### src/rtl/pwm_pkg.sv
`timescale 1ns/1ps
package pwm_pkg;

  // Prescale selector: the extended count advances every 1, 4 or 16 clocks
  typedef enum logic [1:0] {
    PSC_DIV1   = 2'b00,
    PSC_DIV4   = 2'b01,
    PSC_DIV16  = 2'b10,
    PSC_DIV16B = 2'b11
  } psc_sel_e;

  // Output configuration code; only OM_SINGLE drives the pin here
  typedef enum logic [1:0] {
    OM_SINGLE   = 2'b00,
    OM_HALF     = 2'b01,
    OM_FULL_FWD = 2'b10,
    OM_FULL_REV = 2'b11
  } out_mode_e;

endpackage

### src/rtl/pwm_ctrl_regs.sv
`timescale 1ns/1ps
module pwm_ctrl_regs
  import pwm_pkg::*;
#(
  parameter int TMR_W  = 8,
  parameter int FINE_W = 2
) (
  input  logic                    clk,
  input  logic                    rst_n,
  input  logic                    per_we,
  input  logic [TMR_W-1:0]        per_wdata,
  input  logic                    dmsb_we,
  input  logic [TMR_W-1:0]        dmsb_wdata,
  input  logic                    dlsb_we,
  input  logic [FINE_W-1:0]       dlsb_wdata,
  input  logic                    psc_we,
  input  logic [1:0]              psc_wdata,
  input  logic                    omode_we,
  input  logic [1:0]              omode_wdata,
  input  logic                    commit,
  output logic [TMR_W-1:0]        period_q,
  output psc_sel_e                psc_q,
  output out_mode_e               mode_q,
  output logic [TMR_W+FINE_W-1:0] duty_buf,
  output logic [TMR_W+FINE_W-1:0] duty_act
);

  localparam int DUTY_W = TMR_W + FINE_W;

  logic [TMR_W-1:0]  dmsb_q;
  logic [FINE_W-1:0] dlsb_q;

  // Software-visible holding registers
  always_ff @(posedge clk or negedge rst_n) begin
    if (!rst_n) begin
      period_q <= '1;
      psc_q    <= PSC_DIV1;
      mode_q   <= OM_SINGLE;
      dmsb_q   <= '0;
      dlsb_q   <= '0;
    end else begin
      if (per_we)   period_q <= per_wdata;
      if (psc_we)   psc_q    <= psc_sel_e'(psc_wdata);
      if (omode_we) mode_q   <= out_mode_e'(omode_wdata);
      if (dmsb_we)  dmsb_q   <= dmsb_wdata;
      if (dlsb_we)  dlsb_q   <= dlsb_wdata;
    end
  end

  assign duty_buf = {dmsb_q, dlsb_q};

  // Active (shadow) duty: loaded only at period restart, never by software
  always_ff @(posedge clk or negedge rst_n) begin
    if (!rst_n) begin
      duty_act <= '0;
    end else if (commit) begin
      duty_act <= duty_buf;
    end
  end

  logic [DUTY_W-1:0] unused_chk;
  assign unused_chk = duty_act;

endmodule

### src/rtl/pwm_timebase.sv
`timescale 1ns/1ps
module pwm_timebase
  import pwm_pkg::*;
#(
  parameter int TMR_W  = 8,
  parameter int FINE_W = 2
) (
  input  logic              clk,
  input  logic              rst_n,
  input  logic [TMR_W-1:0]  period,
  input  psc_sel_e          psc_sel,
  output logic [TMR_W-1:0]  tmr_nxt,
  output logic [FINE_W-1:0] fine_nxt,
  output logic              restart
);

  localparam int PSC_W = 2 * FINE_W;

  logic [FINE_W-1:0] ph_q, ph_nxt;
  logic [PSC_W-1:0]  pc_q, pc_nxt;
  logic [TMR_W-1:0]  tmr_q;
  logic              ph_wrap;
  logic              tick;

  // Picks the fine bits for the current prescale setting
  function automatic logic [FINE_W-1:0] fine_of(
    input psc_sel_e          sel,
    input logic [FINE_W-1:0] ph,
    input logic [PSC_W-1:0]  pc
  );
    case (sel)
      PSC_DIV1: fine_of = ph;
      PSC_DIV4: fine_of = pc[FINE_W-1:0];
      default:  fine_of = pc[PSC_W-1:FINE_W];
    endcase
  endfunction

  assign ph_wrap = &ph_q;
  assign ph_nxt  = ph_q + 1'b1;
  assign pc_nxt  = ph_wrap ? pc_q + 1'b1 : pc_q;

  always_comb begin
    case (psc_sel)
      PSC_DIV1: tick = ph_wrap;
      PSC_DIV4: tick = ph_wrap & (&pc_q[FINE_W-1:0]);
      default:  tick = ph_wrap & (&pc_q);
    endcase
  end

  assign restart  = tick && (tmr_q == period);
  assign tmr_nxt  = restart ? '0 : (tick ? tmr_q + 1'b1 : tmr_q);
  assign fine_nxt = fine_of(psc_sel, ph_nxt, pc_nxt);

  always_ff @(posedge clk or negedge rst_n) begin
    if (!rst_n) begin
      ph_q  <= '0;
      pc_q  <= '0;
      tmr_q <= '0;
    end else begin
      ph_q  <= ph_nxt;
      pc_q  <= pc_nxt;
      tmr_q <= tmr_nxt;
    end
  end

endmodule

### src/rtl/pwm_out_stage.sv
`timescale 1ns/1ps
module pwm_out_stage
  import pwm_pkg::*;
#(
  parameter int DUTY_W = 10
) (
  input  logic              clk,
  input  logic              rst_n,
  input  logic              restart,
  input  logic [DUTY_W-1:0] cnt_nxt,
  input  logic [DUTY_W-1:0] duty_act,
  input  logic [DUTY_W-1:0] duty_buf,
  input  out_mode_e         mode,
  output logic              pwm_o,
  output logic              match_o
);

  logic pwm_q;

  // Set at restart (unless the incoming duty is zero), clear on compare.
  // The compare uses the count value about to be loaded so the fall
  // lands on the same edge as the count reaching the duty.
  always_ff @(posedge clk or negedge rst_n) begin
    if (!rst_n) begin
      pwm_q   <= 1'b0;
      match_o <= 1'b0;
    end else begin
      match_o <= restart;
      if (restart) begin
        pwm_q <= (duty_buf != '0);
      end else if (cnt_nxt == duty_act) begin
        pwm_q <= 1'b0;
      end
    end
  end

  assign pwm_o = (mode == OM_SINGLE) ? pwm_q : 1'b0;

endmodule

### src/rtl/pwm_dbuf_gen.sv
`timescale 1ns/1ps
module pwm_dbuf_gen
  import pwm_pkg::*;
#(
  parameter int TMR_W  = 8,
  parameter int FINE_W = 2
) (
  input  logic              clk,
  input  logic              rst_n,
  input  logic              per_we,
  input  logic [TMR_W-1:0]  per_wdata,
  input  logic              dmsb_we,
  input  logic [TMR_W-1:0]  dmsb_wdata,
  input  logic              dlsb_we,
  input  logic [FINE_W-1:0] dlsb_wdata,
  input  logic              psc_we,
  input  logic [1:0]        psc_wdata,
  input  logic              omode_we,
  input  logic [1:0]        omode_wdata,
  output logic              pwm_o,
  output logic              match_o
);

  localparam int DUTY_W = TMR_W + FINE_W;

  logic [TMR_W-1:0]  period_q;
  psc_sel_e          psc_q;
  out_mode_e         mode_q;
  logic [DUTY_W-1:0] duty_buf;
  logic [DUTY_W-1:0] duty_act;
  logic [TMR_W-1:0]  tmr_nxt;
  logic [FINE_W-1:0] fine_nxt;
  logic              restart;

  pwm_ctrl_regs #(.TMR_W(TMR_W), .FINE_W(FINE_W)) regs_i (
    .clk         (clk),
    .rst_n       (rst_n),
    .per_we      (per_we),
    .per_wdata   (per_wdata),
    .dmsb_we     (dmsb_we),
    .dmsb_wdata  (dmsb_wdata),
    .dlsb_we     (dlsb_we),
    .dlsb_wdata  (dlsb_wdata),
    .psc_we      (psc_we),
    .psc_wdata   (psc_wdata),
    .omode_we    (omode_we),
    .omode_wdata (omode_wdata),
    .commit      (restart),
    .period_q    (period_q),
    .psc_q       (psc_q),
    .mode_q      (mode_q),
    .duty_buf    (duty_buf),
    .duty_act    (duty_act)
  );

  pwm_timebase #(.TMR_W(TMR_W), .FINE_W(FINE_W)) tb_i (
    .clk      (clk),
    .rst_n    (rst_n),
    .period   (period_q),
    .psc_sel  (psc_q),
    .tmr_nxt  (tmr_nxt),
    .fine_nxt (fine_nxt),
    .restart  (restart)
  );

  pwm_out_stage #(.DUTY_W(DUTY_W)) out_i (
    .clk      (clk),
    .rst_n    (rst_n),
    .restart  (restart),
    .cnt_nxt  ({tmr_nxt, fine_nxt}),
    .duty_act (duty_act),
    .duty_buf (duty_buf),
    .mode     (mode_q),
    .pwm_o    (pwm_o),
    .match_o  (match_o)
  );

endmodule

### config.mk
export PLATFORM = sky130hd
export DESIGN_NAME = pwm_dbuf_gen
export DESIGN_NICKNAME = d
export VERILOG_FILES = /design/src/rtl/pwm_pkg.sv /design/src/rtl/pwm_ctrl_regs.sv /design/src/rtl/pwm_timebase.sv /design/src/rtl/pwm_out_stage.sv /design/src/rtl/pwm_dbuf_gen.sv
export SDC_FILE = /design/constraint.sdc
export NUM_CORES = 1
export LEC_CHECK = 0
export ABC_AREA = 0
export BUFFER_PORTS_ARGS = -buffer_cell sky130_fd_sc_hd__buf_2
export CORE_MARGIN = 5
export CORE_UTILIZATION = 60
export CTS_BUF_LIST = sky130_fd_sc_hd__clkbuf_4
export CTS_CLUSTER_SIZE = 10
export DETAILED_ROUTE_END_ITERATION = 7
export GPL_ROUTABILITY_DRIVEN = 0
export PLACE_DENSITY = 0.86
export SLEW_MARGIN = 20
export SYNTH_ARGS = -nofsm -noshare
export SYNTH_HDL_FRONTEND = slang
export SYNTH_SLANG_ARGS = --single-unit
### constraint.sdc
create_clock -name clk -period 2.7 [get_ports clk]
set_clock_uncertainty 0.05 [all_clocks]
set_input_delay 0.405 -clock clk [delete_from_list [all_inputs] [get_ports clk]]
set_output_delay 0.405 -clock clk [all_outputs]
set_load 0.01 [all_outputs]
# Yosys cells after proc, flatten, opt, wreduce, memory -nomap -nowiden
# Cells that the tools add are included.
# totals
regBits	48
# classes
n_bitwise	2
addsub	3
n_reduce_logical	8
mux	8
eq_ne	3
# ops
cell	count
8-bit two-way mux	2
10-bit == test	1
10-bit nonzero test	1
8-bit by 1-bit adder with 8-bit output, second input constant	1
8-bit == test	1
4-bit by 1-bit adder with 4-bit output, second input constant	1
2-bit logical NOT	2
4-bit two-way mux	1
2-bit one-hot mux with 2 select lines	1
2-bit AND reduction	2
4-bit AND reduction	1
1-bit two-way mux	3
2-bit by 1-bit adder with 2-bit output, second input constant	1
1-bit AND	2
2-bit by 1-bit == test with 1-bit output, second input constant	1
1-bit one-hot mux with 2 select lines	1
2-bit nonzero test	1
1-bit logical AND	1

# Logic depth before layout (Yosys ltp)
# depth
depth_word	8
ltp_mapped	8

# Modules after synthesis
# From an unflattened synthesis, not the netlist that was laid out.
# hier_totals
cells_unflattened	165
hier_area_um2	2348.5
# by_module_without_submodules
mod	seq_area_each_um2	cells_per_inst	n_inst	area_per_inst_um2
pwm_ctrl_regs	810.8	67	1	1302.5
pwm_timebase	350.3	76	1	838.3
pwm_out_stage	50.0	22	1	207.7

# Worst setup path before layout
# OpenSTA, ideal clock, no wires.
# synth_timing
path_kind	register to register
start	register tb_i.ph_q[0]
end	register out_i.pwm_q
path_buffers	1
setup_slack_ns	0.453
arrival_time_ns	2.073
path_stages_with_launch	9
setup_ns	0.124
path_cell_list	dfrtp_1 -> ha_1 -> and4_4 -> a21oi_2 -> and4bb_4 -> buf_6 -> nor4_1 -> a31oi_1 -> a211o_1
# synth_between
elab_chain_cells	7
elab_cells_between_ends	13
classes_between	add/sub (1); eq/ne (1); mux (6); bitwise (2); reduce/logical (3)
# synth_lines
element	line	rtl
start, declared	pwm_timebase.sv:19	logic [FINE_W-1:0] ph_q, ph_nxt;
start signal, assigned	pwm_timebase.sv:60	ph_q <= ph_nxt;
2-bit AND reduction	pwm_timebase.sv:38	assign ph_wrap = &ph_q;
1-bit AND (on tied branches)	pwm_timebase.sv:46, pwm_timebase.sv:45	
1-bit one-hot mux with 2 select lines	pwm_timebase.sv:43	case (psc_sel)
8-bit two-way mux / 1-bit logical AND (equally long branches)	pwm_timebase.sv:51, pwm_timebase.sv:50	
8-bit two-way mux	pwm_timebase.sv:51	assign tmr_nxt = restart ? '0 : (tick ? tmr_q + 1'b1 : tmr_q);
10-bit == test	pwm_out_stage.sv:31	end else if (cnt_nxt == duty_act) begin
2-bit nonzero test (no source line)	n/a	
end signal, assigned	pwm_out_stage.sv:30	pwm_q <= (duty_buf != '0);
end, declared	pwm_out_stage.sv:18	logic pwm_q;
# Parallel ways exist; a longest one is shown, timed or not.
# A chain may end at the register's enable or synchronous reset.

# Worst setup path after layout
# Ends and elaborated chain as after synthesis.

==> results.json <==
{
  "ir_drop_mv": 0.412,
  "reg2reg_slack_ns": 0.21,
  "fin_ws_ns": 0.215,
  "start_util": 0.610,
  "cts_sinks": 48,
  "hp-class": "primary input to register",
  "tns_ns": 0,
  "setup_viol": 0,
  "finalPower_mw": 1.50,
  "r2r-start": "tb_i.ph_q[0]",
  "clockBufferDepth": 2,
  "cts_tree": "built",
  "crit_path_end_kind": "register",
  "drt-pass1-iter-count": 4,
  "crit_type": "register to register",
  "io_pins": 31,
  "worstPathArrival_ns": 2.70,
  "grtUsageTotal": 0.176,
  "port_buffers": 30,
  "cpPeakStageDelay_ns": 0.55,
  "die-height_um": 73.6,
  "drt_first_iter_violations": 81,
  "drtAntennaViolNets": 0,
  "routedWlPerCell_um": 14.8,
  "synthesis.nets": 231,
  "path_clk_slew_ns": 0.13,
  "dieArea_um2": 5410,
  "reg2reg_depth": 8,
  "critPathTopFamily": "simple AND/OR/NAND/NOR gates",
  "wl_um": 4170,
  "cts.root.buffer_cell": "clkbuf_4",
  "synth.cell_area_um2": 2420,
  "grt_pass1_vias": 1623,
  "synthTopCellsByArea": "dfrtp_1, mux2_2, dfstp_2, xnor2_1, xor2_1",
  "seq_area_frac_synth": 0.500,
  "powerDensity_nw_per_um2": 566,
  "rsz0062_at_grt": "no",
  "drive_gt1_frac": 0.384,
  "crit_cells": 8,
  "crit_chain": "ha_1 -> and4_4 -> a21oi_2 -> and4bb_4 -> mux2i_1 -> o21bai_1 -> a221oi_1 -> a211o_1",
  "finalMaxSlewViolations": 0,
  "h-tree-depth": 2,
  "crit_path_start": "tb_i.ph_q[0]",
  "cp.required_ns": 2.92,
  "syn-instance-count": 199,
  "nets": 264,
  "cp_slowest_cell": "and4bb_4",
  "multi_input_area_um2": 1140,
  "r2r_end": "out_i.pwm_q",
  "num_antenna_cells": 0,
  "rows": 23,
  "synth_warnings": 0,
  "die_w_um": 73.6,
  "grt_first_pass_wirelength_um": 7150,
  "antenna_found_initial": 0,
  "insertion_delay_ns": 0.36,
  "synth_edf_count": 0,
  "grt_max_degree": 24,
  "fp.coreArea_um2": 3970,
  "post_cts_resized": 0,
  "critPathMaxFanout": 23,
  "slew_headroom": 0.744,
  "synthToLayoutAreaGrowth_pct": 9.45,
  "ys_seq_elements": 48,
  "cts-buffers-inserted": 5,
  "drc": 0,
  "crit_end": "out_i.pwm_q",
  "fmax_mhz": 402,
  "synth_top_area_share": 0.413,
  "register_area_um2": 1210,
  "fin_crit_sh": 0.920,
  "synth_cell_types": 50,
  "p_leak_nw": 1.20,
  "status": "complete, no violations",
  "pre_cts_slack_ns": 0.222,
  "layout_commonest_cell": "dfrtp_1",
  "hold_viol": 0,
  "fillers": 318,
  "critPathLaunchType": "register",
  "grt_overflow": 0,
  "yosys.area.top_type": "dfrtp_1",
  "worst_pin_slew_ns": 0.381,
  "maxCapViolations": 0,
  "worstPathBufferInverterCount": 0,
  "hpwl_um": 3230,
  "post-route-min-period_ns": 2.49,
  "num_vias": 1585,
  "avgSynthCellArea_um2": 12.2,
  "layout_common_cells": "dfrtp_1, mux2_2, buf_2",
  "async_flop_share": 1.00,
  "ys.flop_type": "dfrtp_1",
  "viasPerCell": 5.62
}
-- worst reg2reg max path: stages (launching register included) --
cell and delay, ns:
dfrtp_1 0.39, ha_1 0.28, and4_4 0.27, a21oi_2 0.07, and4bb_4 0.56, mux2i_1 0.31, o21bai_1 0.14, a221oi_1 0.09
a211o_1 0.23
-- logic make-up (layout without fill, tap and decap cells) --
kind of cell	after synthesis	after routing	share of synthesized area
flip-flops	48	48	0.500
adder cells (fa/ha/maj)	3	3	0.0155
AO/OA/AOI/OAI	23	23	0.0697
AND/OR/NAND/NOR	55	55	0.139
XOR/XNOR	24	24	0.0867
multiplexers	35	35	0.161
buffers and inverters	11	44	0.0284
-- flip-flops by register name, summed over array words and instances, names as in the netlist --
| signal | count |
|---|---|
| out_i.pwm_q | 1 |
| tb_i.tmr_q | 8 |
| regs_i.dlsb_q | 2 |
| regs_i.duty_act | 10 |
| regs_i.psc_q | 2 |
| out_i.match_o | 1 |
| tb_i.ph_q | 2 |
| regs_i.dmsb_q | 8 |
| regs_i.period_q | 8 |
| tb_i.pc_q | 4 |
| regs_i.mode_q | 2 |
-- worst min-delay path by stage --
stage	startpoint	to	slack [ns]	cells after the start
floorplan	rst_n	out_i.match_o	0.06	0
global placement	rst_n	out_i.match_o	0.26	1
detailed placement	rst_n	out_i.match_o	0.27	1
CTS	psc_we	regs_i.psc_q[0]	0.18	2
global route	psc_wdata[0]	regs_i.psc_q[0]	0.18	3
finish	psc_we	regs_i.psc_q[0]	0.19	2
-- cell usage after synthesis (3+ instances only) --
master / count
dfrtp_1: 40
o21ai_0: 3
nand2b_1: 3
nand3_1: 3
nor2_1: 16
mux2i_1: 3
dfstp_2: 8
nand2_1: 8
xor2_1: 12
inv_1: 4
ha_1: 3
mux2_2: 32
nor4_1: 5
xnor2_1: 12
a21oi_1: 7
-- per-layer routing --
| layer | track usage | up-vias | routed length [um] |
|---|---|---|---|
| met2 | 0.285 | 33 | 2060 |
| li1 | - | 770 | - |
| met3 | 0.0492 | 7 | 205 |
| met4 | 0.0825 | 0 | 86 |
| met5 | 0 | - | 0 |
| met1 | 0.217 | 775 | 1820 |
-- power breakdown --
| group | leakage (nW) | internal, mW | switching (mW) | total [mW] |
|---|---|---|---|---|
| Clock | 0.0261 | 0.0913 | 0.213 | 0.305 |
| Combinational | 0.584 | 0.160 | 0.147 | 0.307 |
| Sequential | 0.590 | 0.800 | 0.0887 | 0.889 |
-- cell type report --
type	count	area share
clock inverter	2	0.00283
inverter	4	0.00566
clock buffer	5	0.0142
timing repair buffer	33	0.0660
multi-input combinational	140	0.431
sequential	48	0.457
tap	50	0.0236
-- metrics by stage --
stage          hold WS (ns)  std cells  instance area (um^2)  utilization
2_1_floorplan        0.0594        199                  2420            -
3_3_place_gp          0.265        274                  2600        0.654
3_5_place_dp          0.270        274                  2600        0.654
4_1_cts               0.175        282                  2650        0.668
5_1_grt               0.185        282                  2650        0.668
6_report              0.190        282                  2650        0.668
-- timing repair --
item                      4_1_cts  5_1_grt
hold endpoints to repair        6        0
setup buffers                   0        0
hold buffers                    1        0
Power figures use the tool's default switching activity.
